`src/rtl/hbw_pkg.sv`:
```
package hbw_pkg;

   typedef enum logic [2:0] {
      HBW_IDLE  = 3'd0,
      HBW_WAIT  = 3'd1,
      HBW_PRIME = 3'd2,
      HBW_XFER  = 3'd3,
      HBW_DONE  = 3'd4
   } hbw_state_e;

endpackage

```
`src/rtl/hbw_decode.sv`:
```
module hbw_decode #(
   parameter int WEN_W = 2
) (
   input  logic             sel_n,
   input  logic             strb_n,
   input  logic             rd_wr_n,
   input  logic [WEN_W-1:0] wen,
   output logic             active,
   output logic             word_ok,
   output logic             start_ok
);

   // both qualifiers low means the host is driving a transfer
   assign active   = !sel_n && !strb_n;
   // a full-width word needs every byte enable set
   assign word_ok  = active && (&wen);
   // only writes open a burst
   assign start_ok = word_ok && !rd_wr_n;

endmodule

```
`src/rtl/hbw_lat_timer.sv`:
```
module hbw_lat_timer #(
   parameter int LAT = 2
) (
   input  logic clk,
   input  logic rst_n,
   input  logic run,
   output logic done
);

   localparam int SPAN  = LAT - 1;
   localparam int CNT_W = (SPAN > 1) ? $clog2(SPAN) : 1;
   localparam int LAST  = SPAN - 1;

   if (LAT < 2) begin : g_bad_lat
      $error("hbw_lat_timer needs LAT of at least 2");
   end

   logic [CNT_W-1:0] cnt_q;

   assign done = run && (cnt_q == CNT_W'(LAST));

   always_ff @(posedge clk or negedge rst_n) begin
      if (!rst_n)
         cnt_q <= '0;
      else if (!run)
         cnt_q <= '0;
      else if (!done)
         cnt_q <= cnt_q + 1'b1;
   end

endmodule

```
`src/rtl/hbw_fsm.sv`:
```
module hbw_fsm #(
   parameter int LAT = 2
) (
   input  logic clk,
   input  logic rst_n,
   input  logic active,
   input  logic word_ok,
   input  logic start_ok,
   input  logic last_n,
   input  logic fifo_full,
   output logic cap,
   output logic rdy_n
);
   import hbw_pkg::*;

   if (LAT < 1) begin : g_bad_lat
      $error("hbw_fsm needs LAT of at least 1");
   end

   hbw_state_e state_q, state_d;
   logic       wait_done;

   // the wait state and its counter exist only when latency exceeds one
   if (LAT > 1) begin : g_timer
      hbw_lat_timer #(.LAT(LAT)) u_timer (
         .clk   (clk),
         .rst_n (rst_n),
         .run   (state_q == HBW_WAIT),
         .done  (wait_done)
      );
   end else begin : g_no_timer
      assign wait_done = 1'b0;
   end

   // a word is taken only in the transfer state with a full word and room below
   assign cap   = (state_q == HBW_XFER) && word_ok && !fifo_full;
   assign rdy_n = !(((state_q == HBW_PRIME) || (state_q == HBW_XFER)) && !fifo_full);

   always_comb begin
      state_d = state_q;
      unique case (state_q)
         HBW_IDLE: begin
            if (start_ok)
               state_d = (LAT == 1) ? HBW_PRIME : HBW_WAIT;
         end
         HBW_WAIT: begin
            if (!active)
               state_d = HBW_IDLE;
            else if (wait_done)
               state_d = HBW_PRIME;
         end
         HBW_PRIME: begin
            if (!active)
               state_d = HBW_IDLE;
            else
               state_d = HBW_XFER;
         end
         HBW_XFER: begin
            if (!active)
               state_d = HBW_IDLE;
            else if (cap && !last_n)
               state_d = HBW_DONE;
         end
         HBW_DONE: begin
            if (!active)
               state_d = HBW_IDLE;
         end
         default: state_d = HBW_IDLE;
      endcase
   end

   always_ff @(posedge clk or negedge rst_n) begin
      if (!rst_n)
         state_q <= HBW_IDLE;
      else
         state_q <= state_d;
   end

endmodule

```
`src/rtl/hbw_capture.sv`:
```
module hbw_capture #(
   parameter int ADDR_W = 16,
   parameter int DATA_W = 16
) (
   input  logic              clk,
   input  logic              rst_n,
   input  logic              cap,
   input  logic [ADDR_W-1:0] addr,
   input  logic [DATA_W-1:0] data,
   input  logic              mem,
   output logic              wr_en,
   output logic [ADDR_W-1:0] wr_addr,
   output logic [DATA_W-1:0] wr_data,
   output logic              wr_mem
);

   always_ff @(posedge clk or negedge rst_n) begin
      if (!rst_n)
         wr_en <= 1'b0;
      else
         wr_en <= cap;
   end

   // payload registers load only on a taken word
   always_ff @(posedge clk or negedge rst_n) begin
      if (!rst_n) begin
         wr_addr <= '0;
         wr_data <= '0;
         wr_mem  <= 1'b0;
      end else if (cap) begin
         wr_addr <= addr;
         wr_data <= data;
         wr_mem  <= mem;
      end
   end

endmodule

```
`src/rtl/hbw_slave.sv`:
```
module hbw_slave #(
   parameter int ADDR_W = 16,
   parameter int DATA_W = 16,
   parameter int LAT    = 2
) (
   input  logic                clk,
   input  logic                rst_n,
   input  logic                hb_sel_n,
   input  logic                hb_strb_n,
   input  logic                hb_rd_wr_n,
   input  logic                hb_mem_reg_n,
   input  logic [DATA_W/8-1:0] hb_wen,
   input  logic                hb_last_n,
   input  logic [ADDR_W-1:0]   hb_addr,
   input  logic [DATA_W-1:0]   hb_data,
   input  logic                fifo_full,
   output logic                hb_rdy_n,
   output logic                hb_stop_n,
   output logic                wr_en,
   output logic [ADDR_W-1:0]   wr_addr,
   output logic [DATA_W-1:0]   wr_data,
   output logic                wr_mem
);

   localparam int WEN_W = DATA_W / 8;

   if (DATA_W % 8 != 0 || DATA_W < 8) begin : g_bad_data
      $error("hbw_slave needs DATA_W as a whole number of bytes");
   end
   if (ADDR_W < 1) begin : g_bad_addr
      $error("hbw_slave needs ADDR_W of at least 1");
   end

   logic active, word_ok, start_ok, cap;

   hbw_decode #(.WEN_W(WEN_W)) u_decode (
      .sel_n    (hb_sel_n),
      .strb_n   (hb_strb_n),
      .rd_wr_n  (hb_rd_wr_n),
      .wen      (hb_wen),
      .active   (active),
      .word_ok  (word_ok),
      .start_ok (start_ok)
   );

   hbw_fsm #(.LAT(LAT)) u_fsm (
      .clk       (clk),
      .rst_n     (rst_n),
      .active    (active),
      .word_ok   (word_ok),
      .start_ok  (start_ok),
      .last_n    (hb_last_n),
      .fifo_full (fifo_full),
      .cap       (cap),
      .rdy_n     (hb_rdy_n)
   );

   hbw_capture #(.ADDR_W(ADDR_W), .DATA_W(DATA_W)) u_capture (
      .clk     (clk),
      .rst_n   (rst_n),
      .cap     (cap),
      .addr    (hb_addr),
      .data    (hb_data),
      .mem     (hb_mem_reg_n),
      .wr_en   (wr_en),
      .wr_addr (wr_addr),
      .wr_data (wr_data),
      .wr_mem  (wr_mem)
   );

   // stop mirrors the downstream queue state
   assign hb_stop_n = !fifo_full;

endmodule

```
`config.mk`:
```
export PLATFORM = sky130hd
export DESIGN_NAME = hbw_slave
export DESIGN_NICKNAME = d
export VERILOG_FILES = /design/src/rtl/hbw_pkg.sv /design/src/rtl/hbw_decode.sv /design/src/rtl/hbw_lat_timer.sv /design/src/rtl/hbw_fsm.sv /design/src/rtl/hbw_capture.sv /design/src/rtl/hbw_slave.sv
export SDC_FILE = /design/constraint.sdc
export NUM_CORES = 1
export LEC_CHECK = 0
export ABC_CLOCK_PERIOD_IN_PS = 1700
export BUFFER_PORTS_ARGS = -buffer_cell sky130_fd_sc_hd__buf_2
export CAP_MARGIN = 20
export CORE_MARGIN = 10
export CORE_UTILIZATION = 41
export CTS_CLUSTER_SIZE = 8
export DETAILED_ROUTE_END_ITERATION = 12
export GPL_TIMING_DRIVEN = 0
export PLACE_DENSITY = 0.75
export SLEW_MARGIN = 40
export SYNTH_ARGS = -nofsm -noshare
export SYNTH_HDL_FRONTEND = slang
export SYNTH_SLANG_ARGS = --single-unit
```
`constraint.sdc`:
```
create_clock -name clk -period 1.7 [get_ports clk]
set_input_delay 0.085 -clock clk [delete_from_list [all_inputs] [get_ports clk]]
set_output_delay 0.085 -clock clk [all_outputs]
set_load 0.02 [all_outputs]
```
* After elaboration in Yosys (flattened, before gate mapping)
Index checks and enable logic that the tools add are counted.
Widths: inputs -> output; s select.
** Storage, ports and cells
- Output and inout bits :: 36
- Input port bits :: 42
- Flip-flop bits (word level) :: 38
- Logic and storage cells :: 45
** Operators by class
- Equal/unequal tests :: 9
- Add/subtract/negate cells :: 1
- Multiplexer cells :: 10
- Reductions and logical operators :: 18
- Bitwise logic cells :: 1
** Operator list (count)
- $mux 3 :: 6
- $pmux 3 s5 :: 1
- $logic_and 1x1->1 :: 8
- $eq 3x2->1 const B :: 2
- $logic_not 1->1 :: 6
- $ne 2x2->1 const B :: 3
- $reduce_and 4->1 :: 1
- $eq 3x1->1 const B :: 1
- $eq 3x3->1 const B :: 1
- $logic_not 3->1 :: 1
- $ne 3x2->1 const B :: 1
- $ne 3x3->1 const B :: 1
- $mux 1 :: 2
- $mux 2 :: 1
- $reduce_and 2->1 :: 1
- $add 1x1->1 const B :: 1
- $logic_or 1x1->1 :: 1
- $not 1->1 :: 1

* Depth between registers and ports, before layout
- Word-level depth :: 9
- Depth in mapped cells :: 5
- Depth with buffers taken out :: 3

* Hierarchy
A second synthesis with hierarchy kept.
** Unflattened totals
- Cell total of the unflattened synthesis :: 97
- Area, all modules :: 1672.9 um^2
** By module, submodules not included
- hbw_capture :: cells an instance 71, instances 1, area each 1406.3 um^2
- hbw_fsm :: cells an instance 19, instances 1, area each 196.4 um^2
- hbw_lat_timer :: cells an instance 3, instances 1, area each 42.5 um^2
- hbw_decode :: cells an instance 3, instances 1, area each 23.8 um^2
- hbw_slave :: cells an instance 1, instances 1, area each 3.8 um^2

* Worst setup path before layout
OpenSTA, ideal clock, no wires.
- Path type :: flip-flop to flip-flop
- From :: register u_fsm.state_q[2]
- To :: register u_capture.wr_addr[0]
- Required time :: 1.575 ns
- Cell stages (with the launch flop) :: 5
- Setup time :: 0.125 ns
- Data arrival time :: 1.576 ns
- Slack :: -0.001 ns
- Cells stage by stage :: dfrtp_1 > nand3b_4 > nor4_4 > buf_6 > mux2_2
** On the way
- Cells in the longest elaborated chain, start to end :: 3
** Ends and longest elaborated chain
- start: declaration :: RTL line hbw_fsm.sv:20 : hbw_state_e state_q, state_d;
- start signal: assignment :: RTL line hbw_fsm.sv:76 : state_q <= state_d;
- $eq 3x2->1 :: RTL line hbw_fsm.sv:36 : assign cap = (state_q == HBW_XFER) && word_ok && !fifo_full;
- $logic_and 1x1->1 (2 in series) :: RTL line hbw_fsm.sv:36
- end signal: assignment :: RTL line hbw_capture.sv:31 : wr_addr <= addr;
- end: declaration :: RTL line hbw_capture.sv:12 : output logic [ADDR_W-1:0] wr_addr,
Every way passes these cells.
A chain may end at the register's enable or synchronous reset.

* Worst setup path after layout
- From :: register u_fsm.state_q[1]
- To :: register u_capture.wr_data[15]
** On the way
- Cells in the longest elaborated chain, start to end :: 3
** Ends and longest elaborated chain
- $eq 3x2->1 :: RTL line hbw_fsm.sv:36
- $logic_and 1x1->1 (2 in series) :: RTL line hbw_fsm.sv:36
- end signal: assignment :: RTL line hbw_capture.sv:32 : wr_data <= data;
- end: declaration :: RTL line hbw_capture.sv:13 : output logic [DATA_W-1:0] wr_data,
Every way passes these cells.

==> flow_metrics.tcl <==
set metrics [dict create \
    final_nets 234 \
    clock_path_buffers 2 \
    worstSetupStartpoint "u_fsm.state_q[1]" \
    met1_usage_pct 11.10 \
    cp-start-kind "flop" \
    initial_core_util_pct 42.98 \
    ys_types 30 \
    yosysTopAreaCell "dfrtp_1" \
    hold_viol 0 \
    grt_max_degree 39 \
    busiest_layer "met2" \
    fmax_mhz 613.8 \
    ctsHtreeMaxLevel 2 \
    yosys_warnings 0 \
    hold_depth 2 \
    total_power_mw 1.615 \
    core_area_sq_mm 0.003689 \
    critical_path_class "flop to flop" \
    end_kind "flop" \
    cellPowerDensity_mw_per_mm2 750.9 \
    rr_endpoint "u_capture.wr_data[15]" \
    ys_ff_latch 38 \
    overflow 0 \
    antenna_found_initial 0 \
    drc 0 \
    outcome "finished clean" \
    clk_pin_slew_ns 0.07 \
    grt_pass1_wl_mm 6.244 \
    place.gp.congestion 0.7306 \
    setup_violations 0 \
    rsz0062_at_grt "false" \
    numCtsBuffers 5 \
    fin_crit_sh_pct 95.84 \
    rows 22 \
    stdcell_count 240 \
    use_met2_pct 22.08 \
    netlist_area_sq_mm 0.001585 \
    synth.avg_cell_area_sq_um 15.24 \
    hp-class "input port to flop" \
    die_h_um 82.18 \
    fin_worst_skew_ns 0.002050 \
    ios 78 \
    fin_crit_ns 1.629 \
    hold-path-endpoint "u_capture.wr_addr[1]" \
    ant_nets 0 \
    ys_seq_area_share_pct 59.98 \
    via_per_inst 4.808 \
    cap_viol_max_count 0 \
    root_buffer "clkbuf_8" \
    hold_ws_ns 0.01664 \
    die_w_um 82.18 \
    areaGrowthSynthToFinish_pct 35.67 \
    wirelength_mm 3.877 \
    leakagePower_nw 1.243 \
    num_vias 1154 \
    worstRegToRegCells 6 \
    ir_drop_mv 0.5777 \
    crit_arrival_ns 1.80 \
    syn_nets 146 \
    synth_area_leaders "dfrtp_1 (60%), mux2_2 (21%), mux2_1 (2.8%)" \
    cts_tree "built" \
    r2r_setup_slack_ns 0.07 \
    final_util_pct 58.31 \
    hpwl_mm 3.112 \
    insertion_delay_ns 0.28 \
    synthCells 104 \
    dpl.cell_count 229 \
    clock_sinks 38 \
    port_buffers 77 \
    met3_usage_pct 7.019 \
    final_max_slew_viol_count 0 \
    synth_top_cell_area_share_pct 59.98 \
    avgRoutedWirePerCell_um 16.15 \
    grtUsageTotal_pct 12.10 \
    hold_path_startpoint "hb_addr[1]" \
    fillers 318 \
    n_antenna_cell 0 \
    grt_pass1_vias 1308 \
    dr.first_iter.drc_count 41 \
    path_max_fanout 10 \
    first_pass_iters 4 \
    die-area_sq_mm 0.006754 \
    drive_above_1_share_pct 64.58 \
    required_ns 1.87 \
    r2r-start "u_fsm.state_q[1]" \
]
[final cells by class]
type | instances | area (sq um) | share of cell area (%)
multi-input combinational | 60 | 581.8 | 27.05
clock buffer | 6 | 72.57 | 3.374
inverter | 1 | 3.754 | 0.1745
timing repair buffer | 81 | 420.4 | 19.55
sequential | 38 | 952.2 | 44.27
tap | 48 | 60.06 | 2.792
buffer | 5 | 52.55 | 2.443
clock inverter | 1 | 7.507 | 0.3490
[logic make-up after synthesis]
logic type | Yosys count | synth area share, %
other | 1 | 0.2366
xor gates and xnor gates | 1 | 0.5526
buffers and inverters | 6 | 3.314
AOI/OAI and AO/OA | 8 | 3.868
and+or+nand+nor | 17 | 8.604
DFF | 38 | 59.98
muxes | 33 | 23.44
[sequential cells by signal, indices dropped and copies added (netlist names)]
name and count:
u_fsm.state_q 3, u_fsm.g_timer.u_timer.cnt_q 1, u_capture.wr_addr 16, u_capture.wr_en 1, u_capture.wr_data 16, u_capture.wr_mem 1
[cells in the mapped netlist, drive strengths merged]
library cell / number
nand3b: 3
and3b: 1
a211oi: 1
a31oi: 1
nor3: 1
nand2b: 1
buf: 5
dfrtp: 38
or3: 1
nand4bb: 1
inv: 1
or2: 2
nand3: 1
a21oi: 1
nor4: 2
conb: 1
o32ai: 1
mux2: 33
o21a: 1
o41ai: 1
o31a: 2
nor3b: 1
nand2: 2
xnor2: 1
nor2: 1
[cell usage in the layout, fill, tap and decap left out, drive strengths merged, types with 2 or more instances in the layout]
master,synthesis,routed
dfrtp,38,38
o31a,2,2
nand2,2,2
nor4,2,2
clkbuf,0,6
or2,2,2
mux2,33,33
nand3b,3,3
buf,5,85
[metrics by stage]
stage	instance area, sq um	setup TNS, ns	worst slack, ns
floorplan	1585	-0.02079	-0.001299
global placement	2031	-5.156	-0.1815
detailed placement	2031	-5.866	-0.2155
CTS	2137	0	0.0002867
global route	2151	0	0.008112
finish	2151	0	0.07070
[repair_timing]
action | 4_1_cts | 5_1_grt
resized for setup | 1 | 1
pin swaps | 1 | 0
setup buffers | 2 | 1
hold endpoints to repair | 38 | 0
hold buffers | 1 | 0
setup endpoints to repair | 33 | 33
[how the worst max path moves through the flow]
stage,to,slack (ns),cells after the start
4_1_cts,u_capture.wr_data[12],0.0003,5
6_report,u_capture.wr_data[15],0.07,6
3_5_place_dp,u_capture.wr_data[15],-0.22,4
2_1_floorplan,u_capture.wr_addr[0],-0.001,4
3_3_place_gp,u_capture.wr_data[6],-0.18,4
5_1_grt,u_capture.wr_data[15],0.008,6
[where the power goes]
part           leakage [nW]  internal [mW]  total [mW]  switching, mW
logic                 0.681         0.0583       0.123         0.0648
clock network        0.0373          0.281       0.573          0.292
registers             0.525          0.914       0.919        0.00494
[worst max-delay path: stages, from the launching register on]
cell      delay, ns
dfrtp_1        0.32
buf_4          0.16
nand3b_4       0.09
nor4_4         0.26
buf_4          0.19
buf_6          0.15
mux2_2         0.34
[layer usage]
layer	part of all wire [%]	vias up	routed length, um
met1	35	557	1346
met4	0.54	0	21
met2	54	44	2108
met5	0	-	0
li1	-	549	-
met3	10	4	400
Power figures use the tool's default switching activity.
